<file path="config.mk">
export PLATFORM = sky130hd
export DESIGN_NAME = flash_sec_gate
export DESIGN_NICKNAME = d
export VERILOG_FILES = /design/src/rtl/flash_sec_pkg.sv /design/src/rtl/flash_sec_regs.sv /design/src/rtl/flash_sec_keycmp.sv /design/src/rtl/flash_sec_state.sv /design/src/rtl/flash_sec_gate.sv
export SDC_FILE = /design/constraint.sdc
export NUM_CORES = 1
export LEC_CHECK = 0
export CORE_ASPECT_RATIO = 0.5
export CORE_UTILIZATION = 30
export CTS_CLUSTER_DIAMETER = 200
export CTS_CLUSTER_SIZE = 8
export DETAILED_ROUTE_END_ITERATION = 8
export DONT_BUFFER_PORTS = 1
export MAX_ROUTING_LAYER = met4
export PLACE_DENSITY = 0.48
export SYNTH_ARGS = -nofsm -noshare
export SYNTH_HDL_FRONTEND = slang
export SYNTH_SLANG_ARGS = --single-unit
</file>
<file path="constraint.sdc">
create_clock -name clk -period 2.79 [get_ports clk]
set_input_delay 0.279 -clock clk [delete_from_list [all_inputs] [get_ports clk]]
set_output_delay 0.279 -clock clk [all_outputs]
set_load 0.01 [all_outputs]
</file>
<file path="src/rtl/flash_sec_pkg.sv">
`timescale 1ns/1ps
package flash_sec_pkg;
  typedef logic [1:0] sec_t;
  localparam sec_t SEC_OPEN = 2'b10;
  localparam int KACC_BIT = 5;

  function automatic logic is_secure(input sec_t s);
    return (s != SEC_OPEN);
  endfunction
endpackage

</file>
<file path="src/rtl/flash_sec_regs.sv">
`timescale 1ns/1ps
module flash_sec_regs
  import flash_sec_pkg::*;
#(
  parameter int ADDR_W = 16,
  parameter int DATA_W = 8,
  parameter int IDX_W = 3,
  parameter logic [ADDR_W-1:0] KEY_BASE = 16'hFFB0,
  parameter logic [ADDR_W-1:0] CFG_ADDR = 16'h1820,
  parameter logic [ADDR_W-1:0] PROT_ADDR = 16'h1821,
  parameter logic [ADDR_W-1:0] STAT_ADDR = 16'h1822
) (
  input  logic              clk,
  input  logic              rst,
  input  logic [ADDR_W-1:0] addr,
  input  logic [DATA_W-1:0] wdata,
  input  logic              we,
  input  logic [DATA_W-1:0] nv_prot,
  input  sec_t              sec,
  output logic              kacc,
  output logic [DATA_W-1:0] prot_q,
  output logic [DATA_W-1:0] rdata,
  output logic              key_wr,
  output logic [IDX_W-1:0]  key_idx,
  output logic              cmd_start,
  output logic [IDX_W-1:0]  cmd_offset
);
  logic in_win, win_wr;
  logic [DATA_W-1:0] rd_mux;

  assign in_win  = (addr[ADDR_W-1:IDX_W] == KEY_BASE[ADDR_W-1:IDX_W]);
  assign win_wr  = we && in_win;
  assign key_wr  = win_wr && kacc;
  assign key_idx = addr[IDX_W-1:0];

  always_comb begin
    rd_mux = '0;
    if (addr == CFG_ADDR)       rd_mux[KACC_BIT] = kacc;
    else if (addr == PROT_ADDR) rd_mux = prot_q;
    else if (addr == STAT_ADDR) rd_mux[1:0] = sec;
  end

  always_ff @(posedge clk) begin
    if (rst) begin
      kacc       <= 1'b0;
      prot_q     <= nv_prot;
      rdata      <= '0;
      cmd_start  <= 1'b0;
      cmd_offset <= '0;
    end else begin
      rdata     <= rd_mux;
      cmd_start <= win_wr && !kacc;
      if (win_wr && !kacc) cmd_offset <= addr[IDX_W-1:0];
      if (we && addr == CFG_ADDR) kacc <= wdata[KACC_BIT];
    end
  end
endmodule

</file>
<file path="src/rtl/flash_sec_keycmp.sv">
`timescale 1ns/1ps
module flash_sec_keycmp #(
  parameter int DATA_W = 8,
  parameter int KEY_BYTES = 8,
  parameter int IDX_W = $clog2(KEY_BYTES)
) (
  input  logic                        clk,
  input  logic                        rst,
  input  logic                        key_wr,
  input  logic [IDX_W-1:0]            key_idx,
  input  logic [DATA_W-1:0]           wdata,
  input  logic [KEY_BYTES*DATA_W-1:0] stored_key,
  output logic                        key_ok
);
  localparam logic [IDX_W-1:0] LAST = IDX_W'(KEY_BYTES - 1);

  logic [DATA_W-1:0] kbuf [KEY_BYTES];
  logic [KEY_BYTES*DATA_W-1:0] cand;
  logic [IDX_W-1:0] ptr;
  logic locked, in_order, at_last;

  assign in_order = (key_idx == ptr);
  assign at_last  = (ptr == LAST);

  for (genvar i = 0; i < KEY_BYTES; i++) begin : g_cand
    if (i == KEY_BYTES - 1) begin : g_last
      assign cand[i*DATA_W +: DATA_W] = wdata;
    end else begin : g_held
      assign cand[i*DATA_W +: DATA_W] = kbuf[i];
    end
  end

  always_ff @(posedge clk) begin
    if (rst) begin
      ptr    <= '0;
      locked <= 1'b0;
      key_ok <= 1'b0;
    end else begin
      key_ok <= 1'b0;
      if (key_wr && !locked) begin
        if (!in_order) begin
          locked <= 1'b1;
        end else if (at_last) begin
          locked <= 1'b1;
          key_ok <= (cand == stored_key);
        end else begin
          ptr <= ptr + 1'b1;
        end
      end
    end
  end

  always_ff @(posedge clk) begin
    if (key_wr && !locked && in_order && !at_last) kbuf[ptr] <= wdata;
  end
endmodule

</file>
<file path="src/rtl/flash_sec_state.sv">
`timescale 1ns/1ps
module flash_sec_state
  import flash_sec_pkg::*;
(
  input  logic clk,
  input  logic rst,
  input  sec_t nv_sec,
  input  logic key_ok,
  input  logic blank_ok,
  output sec_t sec,
  output logic secure
);
  always_ff @(posedge clk) begin
    if (rst) begin
      sec    <= nv_sec;
      secure <= is_secure(nv_sec);
    end else if (key_ok || blank_ok) begin
      sec    <= SEC_OPEN;
      secure <= 1'b0;
    end
  end
endmodule

</file>
<file path="src/rtl/flash_sec_gate.sv">
`timescale 1ns/1ps
module flash_sec_gate
  import flash_sec_pkg::*;
#(
  parameter int ADDR_W = 16,
  parameter int DATA_W = 8,
  parameter int KEY_BYTES = 8,
  parameter logic [ADDR_W-1:0] KEY_BASE = 16'hFFB0,
  parameter logic [ADDR_W-1:0] CFG_ADDR = 16'h1820,
  parameter logic [ADDR_W-1:0] PROT_ADDR = 16'h1821,
  parameter logic [ADDR_W-1:0] STAT_ADDR = 16'h1822,
  localparam int IDX_W = $clog2(KEY_BYTES)
) (
  input  logic                        clk,
  input  logic                        rst,
  input  logic [ADDR_W-1:0]           bus_addr,
  input  logic [DATA_W-1:0]           bus_wdata,
  input  logic                        bus_we,
  output logic [DATA_W-1:0]           bus_rdata,
  input  logic [DATA_W-1:0]           nv_prot,
  input  logic [1:0]                  nv_sec,
  input  logic                        blank_ok,
  input  logic [KEY_BYTES*DATA_W-1:0] stored_key,
  output logic                        secure,
  output logic                        key_ok,
  output logic                        cmd_start,
  output logic [IDX_W-1:0]            cmd_offset,
  output logic [DATA_W-1:0]           prot_q
);
  sec_t sec;
  logic kacc, key_wr;
  logic [IDX_W-1:0] key_idx;

  flash_sec_regs #(
    .ADDR_W(ADDR_W), .DATA_W(DATA_W), .IDX_W(IDX_W), .KEY_BASE(KEY_BASE),
    .CFG_ADDR(CFG_ADDR), .PROT_ADDR(PROT_ADDR), .STAT_ADDR(STAT_ADDR)
  ) regs_i (
    .clk(clk), .rst(rst), .addr(bus_addr), .wdata(bus_wdata), .we(bus_we),
    .nv_prot(nv_prot), .sec(sec), .kacc(kacc), .prot_q(prot_q),
    .rdata(bus_rdata), .key_wr(key_wr), .key_idx(key_idx),
    .cmd_start(cmd_start), .cmd_offset(cmd_offset)
  );

  flash_sec_keycmp #(
    .DATA_W(DATA_W), .KEY_BYTES(KEY_BYTES), .IDX_W(IDX_W)
  ) key_i (
    .clk(clk), .rst(rst), .key_wr(key_wr), .key_idx(key_idx),
    .wdata(bus_wdata), .stored_key(stored_key), .key_ok(key_ok)
  );

  flash_sec_state state_i (
    .clk(clk), .rst(rst), .nv_sec(nv_sec), .key_ok(key_ok),
    .blank_ok(blank_ok), .sec(sec), .secure(secure)
  );
endmodule

</file>
==> metrics <==
minimum period implied by the final worst setup slack 2.33 ns; placed cell area 0.00384 mm^2; Avg WL per Cell 19.9 um; post-synthesis share of cell area spent on full adders, half adders and majority gates 0.00693; number of top-level pins 124; pin count of the biggest net entering global routing 20; combinational family with the most area after synthesis XOR/XNOR gates; prevailing post-synth register cell sky130_fd_sc_hd__edfxtp_1; highest net fanout along the worst path 10; total routing usage reported by global routing 0.149; share of synthesized area occupied by flip-flops and latches 0.657; area occupied by multi-input gates 0.00119 mm^2; final standard cell area without fillers 0.00417 mm^2; CTS clock-pin slew for the worst setup and hold paths 0.06 ns; summed instance area of the synthesized netlist 0.00361 mm^2; count of antenna diodes in the layout 0; fin. max-slew vios 0; switching power 0.533 mW; core occupancy in the finished layout 0.367; height of the die 79.6 um; tightest hold margin 0.0215 ns; number of enable flip-flop cells after synthesis 67; nets 376; share of layout cells above drive strength 1 0.0975; GR Overflow Total 0; endpoint class of the critical path flip-flop; mux share of post-synthesis cell area 0.0194; total wire length 8660 um; Residual DRC 0; flip-flop and latch count after synthesis 85; clock buffer depth 2; iteration-0 DRC count of the detailed router 84; DP HPWL 6450 um; total nets after synthesis 359; max cap viols 0; Synth Area in XOR/XNOR 0.148; Total Neg Setup Slack 0 ns; FF/Latch Area 0.00237 mm^2; buffer type at the clock tree root sky130_fd_sc_hd__clkbuf_16; worst slew margin relative to its limit 0.689; post-cts sizing count 0; Max Freq 429 MHz; Antenna Violating Nets Remaining 0; cell types occupying the most area after synthesis sky130_fd_sc_hd__edfxtp_1 56%, sky130_fd_sc_hd__xnor2_1 12%, sky130_fd_sc_hd__dfxtp_1 10%; vias in the first global route 2182; hold-fix buffers at CTS 1; async set-or-reset flop fraction in the synthesized netlist 0; number of instances in the synthesized netlist 255; cts bufs inserted 9; switching share of power 0.200; # port buffers 0; clk_lat worst skew 0.33 ns; fin crit share 0.836; number of antenna violations at the first check in global routing 0; leakage dissipation 1.34 nW; combinational cell fraction of total power 0.028; run status complete, no violations; FP Rows 27; area growth from synthesis to layout 15.4%; library cell with the largest summed area after synthesis sky130_fd_sc_hd__edfxtp_1; library cell with the highest instance count after synthesis sky130_fd_sc_hd__edfxtp_1; Std-Cell Core Area 0.0114 mm^2; Power per Cell Area 639 mW/mm^2; worst clock skew 0.00691 ns; die extent in x 157 um; Avg Cell Area, Syn 14.2 um^2; Crit Path Category flip-flop to flip-flop; slew at the pin closest to its max-slew limit 0.463 ns; endpoint required time on the critical path 2.83 ns; commonest cells in the netlist 67 x sky130_fd_sc_hd__edfxtp_1, 48 x sky130_fd_sc_hd__xnor2_1, 18 x sky130_fd_sc_hd__dfxtp_1; Initial Util 0.318; Tightest Hold Check Type primary input to flip-flop; Yosys cell types 36; number of warnings reported in the yosys synthesis log 0; die area 0.0125 mm^2; final weighted congestion in routability-driven placement 0.709; post-CTS setup repair buffer count 0; CTS tree built; final hold violation count 0; portion of synthesized cell area occupied by the leading cell type 0.557; worst endpoint data arrival time 2.37 ns; share of total power in the clock network 0.449; share of the synthesized area in compound gates (AO/OA/AOI/OAI) 0.0208; wire length of the first global-routing pass 12400 um; peak supply drop 0.241 mV; RSZ-0062 raised after global routing no; clk sink count 85; DR vias 2051; number of H-tree levels 3; share of power burned in registers 0.523; Via-to-Cell Ratio 4.70; Critical Path Source Type flip-flop; internal power 2.13 mW; iteration count of the initial detailed-routing pass 4; area fraction in and, or, nand and nor cells after synthesis 0.134; number of endpoints failing setup at the final stage 0; Fillers 1109
## cell type report
type	count	area share
clock buffer	10	0.0549
tap	159	0.0477
timing repair buffer	10	0.0198
sequential	85	0.569
inverter	8	0.00720
clock inverter	6	0.0168
multi-input combinational	158	0.285
## power by group through the flow
stage	registers [mW]	logic, mW	clock network [mW]
finish	1.39	0.0752	1.19
global route	1.39	0.0824	1.30
CTS	1.39	0.0733	1.23
detailed placement	1.42	0.0710	0
global placement	1.42	0.0689	0
floorplan	1.42	0.0660	0
## cells in the final DEF, fill, tap and decap left out, types with 6 or more instances in the layout
cell,netlist,layout
sky130_fd_sc_hd__dfxtp_1,18,18
sky130_fd_sc_hd__buf_4,0,7
sky130_fd_sc_hd__nand2_1,6,6
sky130_fd_sc_hd__and2_1,7,7
sky130_fd_sc_hd__inv_1,7,7
sky130_fd_sc_hd__xor2_1,13,13
sky130_fd_sc_hd__nor4_1,9,9
sky130_fd_sc_hd__clkbuf_16,0,9
sky130_fd_sc_hd__xnor2_1,48,48
sky130_fd_sc_hd__nand4_1,16,16
sky130_fd_sc_hd__nor2_1,12,12
sky130_fd_sc_hd__mux2i_1,7,7
sky130_fd_sc_hd__edfxtp_1,67,67
## worst paths after layout
kind / cells past startpoint / slack (ns) / start / end
worst max register to register: 7 / 0.46 / key_i.ptr[0] / key_i.kbuf[1][6]
worst min-delay path: 1 / 0.02 / rst / key_i.locked
worst min register to register: 2 / 0.53 / state_i.sec[0] / regs_i.rdata[0]
worst max-delay path: 7 / 0.46 / key_i.ptr[0] / key_i.kbuf[1][6]
## stage by stage
step | setup slack, ns | total power, mW | instances
floorplan | 0.214 | 1.48 | 255
global placement | 0.503 | 1.49 | 417
detailed placement | 0.463 | 1.49 | 417
CTS | 0.442 | 2.70 | 434
global route | 0.268 | 2.77 | 436
finish | 0.458 | 2.66 | 436
## flip-flops by register name, indices dropped and copies added (netlist names)
register           count
key_i.locked           1
key_i.key_ok           1
regs_i.kacc            1
key_i.ptr              3
state_i.sec            2
regs_i.rdata           8
regs_i.cmd_start       1
key_i.kbuf            56
regs_i.prot_q          8
state_i.secure         1
regs_i.cmd_offset      3
## critical path: stages, from the launching register on
cell and delay [ns]:
sky130_fd_sc_hd__dfxtp_1 0.40, sky130_fd_sc_hd__ha_1 0.25, sky130_fd_sc_hd__ha_1 0.21, sky130_fd_sc_hd__nor3b_1 0.30, sky130_fd_sc_hd__nand3_2 0.18, sky130_fd_sc_hd__or2_1 0.30
sky130_fd_sc_hd__nor3b_1 0.21, sky130_fd_sc_hd__buf_4 0.20
## per-layer routing
layer / global-route usage / up-vias / wire length [um]
li1: - / 968 / -
met1: 0.174 / 1014 / 3920
met2: 0.238 / 60 / 4200
met3: 0.0575 / 9 / 437
met4: 0.0437 / 0 / 108
met5: - / - / 0
## cell families after synthesis
family / count (synthesis)
fa+ha+maj: 2
buf+inv: 12
mux: 7
flops: 85
simple gates: 78
xor+xnor: 61
compound gates: 10
Note: power is estimated with default switching activity, not from simulation.
